$ cat src/rtl/psg_mix_pkg.sv
package psg_mix_pkg;
   localparam int unsigned ATT_BITS = 4;
   localparam int unsigned PEAK_AMP = 8191;   // 0x7FFF / 4, truncated
   localparam int unsigned AMP_BITS = 13;

   typedef logic [ATT_BITS-1:0] att_code_t;
   typedef logic [AMP_BITS-1:0] amp_t;
endpackage

$ cat src/rtl/psg_att_rom.sv
module psg_att_rom
   import psg_mix_pkg::*;
#(
   parameter int AMP_W = AMP_BITS
) (
   input  att_code_t        code,
   output logic [AMP_W-1:0] amp
);
   generate
      if (AMP_W < int'(AMP_BITS)) begin : g_bad_width
         $error("psg_att_rom: AMP_W too narrow for the table");
      end
   endgenerate

   // 2 dB per step from one quarter of full scale, integer part kept
   always_comb begin
      case (code)
         4'd0:    amp = AMP_W'(8191);
         4'd1:    amp = AMP_W'(6506);
         4'd2:    amp = AMP_W'(5168);
         4'd3:    amp = AMP_W'(4105);
         4'd4:    amp = AMP_W'(3260);
         4'd5:    amp = AMP_W'(2590);
         4'd6:    amp = AMP_W'(2057);
         4'd7:    amp = AMP_W'(1634);
         4'd8:    amp = AMP_W'(1298);
         4'd9:    amp = AMP_W'(1031);
         4'd10:   amp = AMP_W'(819);
         4'd11:   amp = AMP_W'(650);
         4'd12:   amp = AMP_W'(516);
         4'd13:   amp = AMP_W'(410);
         4'd14:   amp = AMP_W'(326);
         default: amp = '0;
      endcase
   end
endmodule

$ cat src/rtl/psg_pan_reg.sv
module psg_pan_reg #(
   parameter int NV = 4
) (
   input  logic            clk,
   input  logic            rst_n,
   input  logic            we,
   input  logic [2*NV-1:0] wdata,
   output logic [NV-1:0]   left_en,
   output logic [NV-1:0]   right_en
);
   logic [2*NV-1:0] pan_q;

   always_ff @(posedge clk or negedge rst_n) begin
      if (!rst_n)  pan_q <= '1;
      else if (we) pan_q <= wdata;
   end

   assign left_en  = pan_q[2*NV-1:NV];
   assign right_en = pan_q[NV-1:0];

   assert_pan_load_R5: assert property (@(posedge clk) disable iff (!rst_n)
      we |=> pan_q == $past(wdata));
   assert_pan_keep_R5: assert property (@(posedge clk) disable iff (!rst_n)
      !we |=> $stable(pan_q));
   assert_pan_reset_R4: assert property (@(posedge clk) disable iff (!rst_n)
      $rose(rst_n) |-> pan_q == '1);
endmodule

$ cat src/rtl/psg_side_sum.sv
module psg_side_sum #(
   parameter int NV    = 4,
   parameter int AMP_W = 13,
   parameter int SUM_W = 16
) (
   input  logic [NV-1:0]       voice_on,
   input  logic [NV-1:0]       enable,
   input  logic [NV*AMP_W-1:0] amp_flat,
   output logic [SUM_W-1:0]    total
);
   generate
      if (SUM_W < AMP_W) begin : g_bad_sum
         $error("psg_side_sum: SUM_W narrower than AMP_W");
      end
   endgenerate

   always_comb begin
      total = '0;
      for (int i = 0; i < NV; i++) begin
         if (voice_on[i] && enable[i])
            total = total + SUM_W'(amp_flat[i*AMP_W +: AMP_W]);
      end
   end
endmodule

$ cat src/rtl/psg_pan_mixer.sv
module psg_pan_mixer
   import psg_mix_pkg::*;
#(
   parameter int NUM_VOICES = 4,
   parameter int SAMPLE_W   = 16,
   parameter bit STEREO     = 1'b1,
   parameter bit NEGATE     = 1'b0
) (
   input  logic                          clk,
   input  logic                          rst_n,
   input  logic [NUM_VOICES-1:0]         voice_bits,
   input  logic [NUM_VOICES*ATT_BITS-1:0] att_codes,
   input  logic                          pan_we,
   input  logic [2*NUM_VOICES-1:0]       pan_wdata,
   input  logic                          sample_stb,
   output logic signed [SAMPLE_W-1:0]    left_out,
   output logic signed [SAMPLE_W-1:0]    right_out
);
   localparam int AMP_W = AMP_BITS;
   localparam int PEAK  = NUM_VOICES * int'(PEAK_AMP);

   generate
      if (NUM_VOICES < 1) begin : g_bad_nv
         $error("psg_pan_mixer: need at least one voice");
      end
      if (PEAK > (2 ** (SAMPLE_W - 1)) - 1) begin : g_bad_sw
         $error("psg_pan_mixer: SAMPLE_W cannot hold all voices at peak");
      end
   endgenerate

   logic [NUM_VOICES*AMP_W-1:0] amp_flat;
   logic [NUM_VOICES-1:0]       pan_left, pan_right;
   logic [NUM_VOICES-1:0]       en_left, en_right;
   logic [SAMPLE_W-1:0]         sum_left, sum_right;
   logic signed [SAMPLE_W-1:0]  smp_left, smp_right;

   genvar v;
   generate
      for (v = 0; v < NUM_VOICES; v++) begin : g_voice
         psg_att_rom #(.AMP_W(AMP_W)) u_rom (
            .code (att_codes[v*ATT_BITS +: ATT_BITS]),
            .amp  (amp_flat[v*AMP_W +: AMP_W])
         );
      end
   endgenerate

   psg_pan_reg #(.NV(NUM_VOICES)) u_pan (
      .clk      (clk),
      .rst_n    (rst_n),
      .we       (pan_we),
      .wdata    (pan_wdata),
      .left_en  (pan_left),
      .right_en (pan_right)
   );

   generate
      if (STEREO) begin : g_stereo
         assign en_left  = pan_left;
         assign en_right = pan_right;
      end else begin : g_mono
         logic unused_pan;
         assign unused_pan = ^{pan_left, pan_right};
         assign en_left    = '1;
         assign en_right   = '0;
      end
   endgenerate

   psg_side_sum #(.NV(NUM_VOICES), .AMP_W(AMP_W), .SUM_W(SAMPLE_W)) u_sum_l (
      .voice_on (voice_bits),
      .enable   (en_left),
      .amp_flat (amp_flat),
      .total    (sum_left)
   );

   psg_side_sum #(.NV(NUM_VOICES), .AMP_W(AMP_W), .SUM_W(SAMPLE_W)) u_sum_r (
      .voice_on (voice_bits),
      .enable   (en_right),
      .amp_flat (amp_flat),
      .total    (sum_right)
   );

   generate
      if (NEGATE) begin : g_neg
         assign smp_left  = -$signed(sum_left);
         assign smp_right = -$signed(sum_right);
      end else begin : g_pos
         assign smp_left  = $signed(sum_left);
         assign smp_right = $signed(sum_right);
      end
   endgenerate

   always_ff @(posedge clk or negedge rst_n) begin
      if (!rst_n) begin
         left_out  <= '0;
         right_out <= '0;
      end else if (sample_stb) begin
         left_out  <= smp_left;
         right_out <= smp_right;
      end
   end

   assert_hold_R6: assert property (@(posedge clk) disable iff (!rst_n)
      !sample_stb |=> $stable(left_out) && $stable(right_out));
   assert_silent_R9: assert property (@(posedge clk) disable iff (!rst_n)
      sample_stb && (&att_codes) |=> left_out == 0 && right_out == 0);
   assert_range_R1: assert property (@(posedge clk) disable iff (!rst_n)
      left_out <= PEAK && left_out >= -PEAK && right_out <= PEAK && right_out >= -PEAK);

   generate
      if (STEREO) begin : g_chk_st
         assert_right_off_R3: assert property (@(posedge clk) disable iff (!rst_n)
            sample_stb && pan_right == '0 |=> right_out == 0);
      end else begin : g_chk_mono
         assert_right_zero_R8: assert property (@(posedge clk) disable iff (!rst_n)
            right_out == 0);
      end
   endgenerate
endmodule

$ cat config.mk
export PLATFORM = sky130hd
export DESIGN_NAME = psg_pan_mixer
export DESIGN_NICKNAME = d
export VERILOG_FILES = /design/src/rtl/psg_mix_pkg.sv /design/src/rtl/psg_att_rom.sv /design/src/rtl/psg_pan_reg.sv /design/src/rtl/psg_side_sum.sv /design/src/rtl/psg_pan_mixer.sv
export SDC_FILE = /design/constraint.sdc
export NUM_CORES = 1
export LEC_CHECK = 0
export ABC_AREA = 1
export CAP_MARGIN = 5
export CORE_ASPECT_RATIO = 0.6
export CORE_MARGIN = 2
export CORE_UTILIZATION = 25
export CTS_CLUSTER_DIAMETER = 50
export CTS_CLUSTER_SIZE = 24
export DETAILED_ROUTE_END_ITERATION = 12
export PLACE_DENSITY = 0.46
export REMOVE_ABC_BUFFERS = 1
export SYNTH_ARGS = -nofsm -noshare
export SYNTH_HDL_FRONTEND = slang
export SYNTH_SLANG_ARGS = --single-unit
$ cat constraint.sdc
create_clock -name clk -period 5.59 [get_ports clk]
set_clock_uncertainty 0.15 [all_clocks]
set_input_delay 0.559 -clock clk [delete_from_list [all_inputs] [get_ports clk]]
set_output_delay 0.559 -clock clk [all_outputs]
set_load 0.05 [all_outputs]
==> results.json <==
{
  "max_stage_delay_ps": 300,
  "via_count": 9945,
  "syn_area_per_cell_um2": 5.84,
  "fin_crit_sh_pct": 92.4,
  "hold_class": "in -> async",
  "worst_pin_slew_ps": 1420,
  "cp_common_cell": "nand2_1",
  "register_area_mm2": 0.00101,
  "stdcell_count": 2230,
  "die-height_um": 145,
  "r2r_start": "u_pan.pan_q[0]",
  "ir_drop_v": 0.000114,
  "yosys.area_share.simple_pct": 38.8,
  "ant_nets": 0,
  "worstSetupPathType": "in -> reg",
  "h-tree-depth": 2,
  "drv_cap": 0,
  "dpl.cell_count": 2213,
  "synth-compound-area-share_pct": 16.2,
  "clk_latency_ps": 300,
  "synth.distinct_cells": 48,
  "wire_per_inst_um": 14.0,
  "cp-start-kind": "input port",
  "drc": 0,
  "clockRootBuffer": "clkbuf_16",
  "p_total_uw": 2790,
  "end_kind": "flip-flop",
  "port-buffer-count": 63,
  "synthCells": 1426,
  "drt-pass1-iter-count": 5,
  "max-slew-margin-rel_pct": 4.12,
  "async_flop_share_pct": 100,
  "setup_viol": 0,
  "gp_congestion": 0.915,
  "dp_hpwl_um": 26100,
  "cts_sinks": 40,
  "grt_pass1_wl_um": 49700,
  "power.internal_uw": 1480,
  "p_sw_uw": 1310,
  "post_route_cells_drive_above_1_share_pct": 29.4,
  "leakage_uw": 0.00681,
  "ys.flop_type": "dfrtp_1",
  "reg2reg_slack_ps": 670,
  "arrival_ps": 5200,
  "nNetsFinal": 1919,
  "synth-xor-area-share_pct": 3.89,
  "die_x_um": 240,
  "p_sw_share_pct": 46.9,
  "start_util_pct": 25.5,
  "p_clk_share_pct": 12.6,
  "crit_required_ps": 5630,
  "ys_seq_elements": 40,
  "drtIter0Drc": 607,
  "slew_viol_final": 0,
  "grt_antenna_before_repair": 0,
  "cts_hold_buf": 0,
  "final_hold_viol_count": 0,
  "p_per_area_mw_per_mm2": 222,
  "grt_usage_pct": 18.0,
  "yosysWarningCount": 0,
  "io_pins": 64,
  "dpl_cell_area_mm2": 0.0117,
  "fin_crit_ps": 5160,
  "cts_max_path_buffers": 2,
  "viasPerCell": 4.46,
  "grt_max_degree": 41,
  "synth_fa_ha_area_share_pct": 16.8,
  "row_count": 51,
  "path_buf_inv": 10,
  "synth_top_family_by_area": "simple AND/OR/NAND/NOR gates",
  "multi_input_area_mm2": 0.00704,
  "fmax_ghz": 0.194,
  "num_antenna_cells": 0,
  "rr_worst_depth": 35,
  "syn-cell-area_mm2": 0.00832,
  "grt_overflow": 0,
  "critPathSlowestCell": "ha_1",
  "stdcell_area_mm2": 0.0125,
  "cts_tree": "done",
  "power_frac_seq_pct": 13.3,
  "synth_edf_count": 0,
  "finalSetupTns_ps": 0,
  "fp.dieArea_mm2": 0.0348,
  "n_fill_cell": 3541,
  "yosysSeqAreaShare_pct": 12.1,
  "crit_path_max_fanout": 4,
  "grt_pass1_vias": 9408,
  "core_area_mm2": 0.0326,
  "synthMuxAreaShare_pct": 1.08,
  "outcome": "finished, final reports clean",
  "crit_family": "simple AND/OR/NAND/NOR gates",
  "r2r-end": "right_out[14]",
  "power_frac_comb_pct": 74.2,
  "wirelength_um": 31300,
  "numCtsBuffers": 5,
  "clkSlewWorstSetupHoldPaths_ps": 60,
  "syn_to_final_growth_pct": 50.7
}
-- timing repair --
item	CTS	global route
buffers inserted	1	8
pin swaps	5	27
setup endpoints to repair	19	22
cloned	0	0
gates resized for setup	47	96
-- layer usage --
layer / wire length, um / global-route usage, % / up-vias
met2: 11700 / 24.6 / 202
met1: 17800 / 29.8 / 4454
met4: 119 / 1.34 / 0
li1: - / - / 5278
met3: 1700 / 2.66 / 11
met5: 0 / 0 / -
-- cell type report --
class,instances,share of cell area (%)
repair buffers,376,23.9
clock buffers,5,0.998
inverters,205,6.16
clock inverters,3,0.339
multi-input cells,1151,56.1
well taps,450,4.49
flip-flops and latches,40,8.06
-- power by group through the flow --
stage	logic (uW)	registers, uW	clock network (uW)
global placement	1900	377	0
global route	2290	377	380
CTS	1970	372	365
detailed placement	1900	377	0
floorplan	920	526	0
finish	2070	370	351
-- cell usage in the layout, fill, tap and decap left out, types with 10 or more instances in the layout --
cell / Yosys / layout
nand3_1: 84 / 73
nand2_2: 11 / 30
inv_2: 7 / 12
nand3_2: 5 / 14
xor2_1: 16 / 16
or2_2: 10 / 10
ha_1: 102 / 72
nand4_1: 13 / 13
o21ai_0: 60 / 52
nand2_1: 470 / 451
o21ai_1: 15 / 20
buf_4: 2 / 310
nor2_2: 7 / 17
inv_1: 192 / 187
dfrtp_1: 32 / 32
a21oi_1: 88 / 72
a21oi_2: 3 / 14
nor2_1: 139 / 126
clkdlybuf4s50_1: 0 / 54
o21ai_2: 25 / 28
xnor2_1: 21 / 19
ha_4: 0 / 24
-- worst max path at each step --
stage                     cells past startpoint  slack, ps    startpoint            end
after floorplan                              35        520  att_codes[4]  right_out[14]
after global placement                       35       -630  att_codes[4]   left_out[10]
after detailed placement                     37       -640  att_codes[4]   left_out[13]
after CTS                                    39          3  att_codes[5]  right_out[14]
after global routing                         44        -20  att_codes[1]   left_out[14]
final                                        40        430  att_codes[0]   left_out[11]
-- stage by stage --
step | utilization, % | worst slack (ps) | hold WS (ps)
after floorplan | - | 517 | 113
after global placement | 35.7 | -628 | 313
after detailed placement | 35.7 | -644 | 320
after CTS | 37.1 | 3.26 | 312
after global routing | 38.5 | -15.8 | 353
final | 38.5 | 426 | 259
-- cells by family after synthesis --
logic type | count (synthesis)
multiplexers | 8
AND/OR/NAND/NOR | 770
adder cells (fa/ha/maj) | 108
buffers and inverters | 235
XOR/XNOR | 37
AO/OA/AOI/OAI | 228
flip-flops | 40
-- registers in the layout, summed over array words and instances (netlist names) --
signal,flops
left_out,16
right_out,16
u_pan.pan_q,8
-- cells in the mapped netlist, drive strengths merged (3+ instances only) --
library cell / n / share of area, %
nand2: 481 / 22
inv: 199 / 9.0
nor2: 150 / 7.3
ha: 102 / 15
o21ai: 100 / 7.1
a21oi: 91 / 5.6
nand3: 89 / 5.7
dfrtp: 32 / 9.6
xnor2: 21 / 2.2
buf: 18 / 1.3
xor2: 16 / 1.7
or2: 14 / 1.1
nand4: 13 / 0.98
clkbuf: 12 / 0.54
nor3: 12 / 0.78
dfstp: 8 / 2.5
mux2: 8 / 1.1
a21o: 7 / 0.63
nand3b: 7 / 0.63
o21bai: 7 / 0.63
clkinv: 6 / 0.27
fa: 6 / 1.4
o211ai: 5 / 0.45
o22ai: 5 / 0.45
a31oi: 4 / 0.45
and2: 4 / 0.30
a211oi: 3 / 0.27
Note: power is estimated with default switching activity, not from simulation.
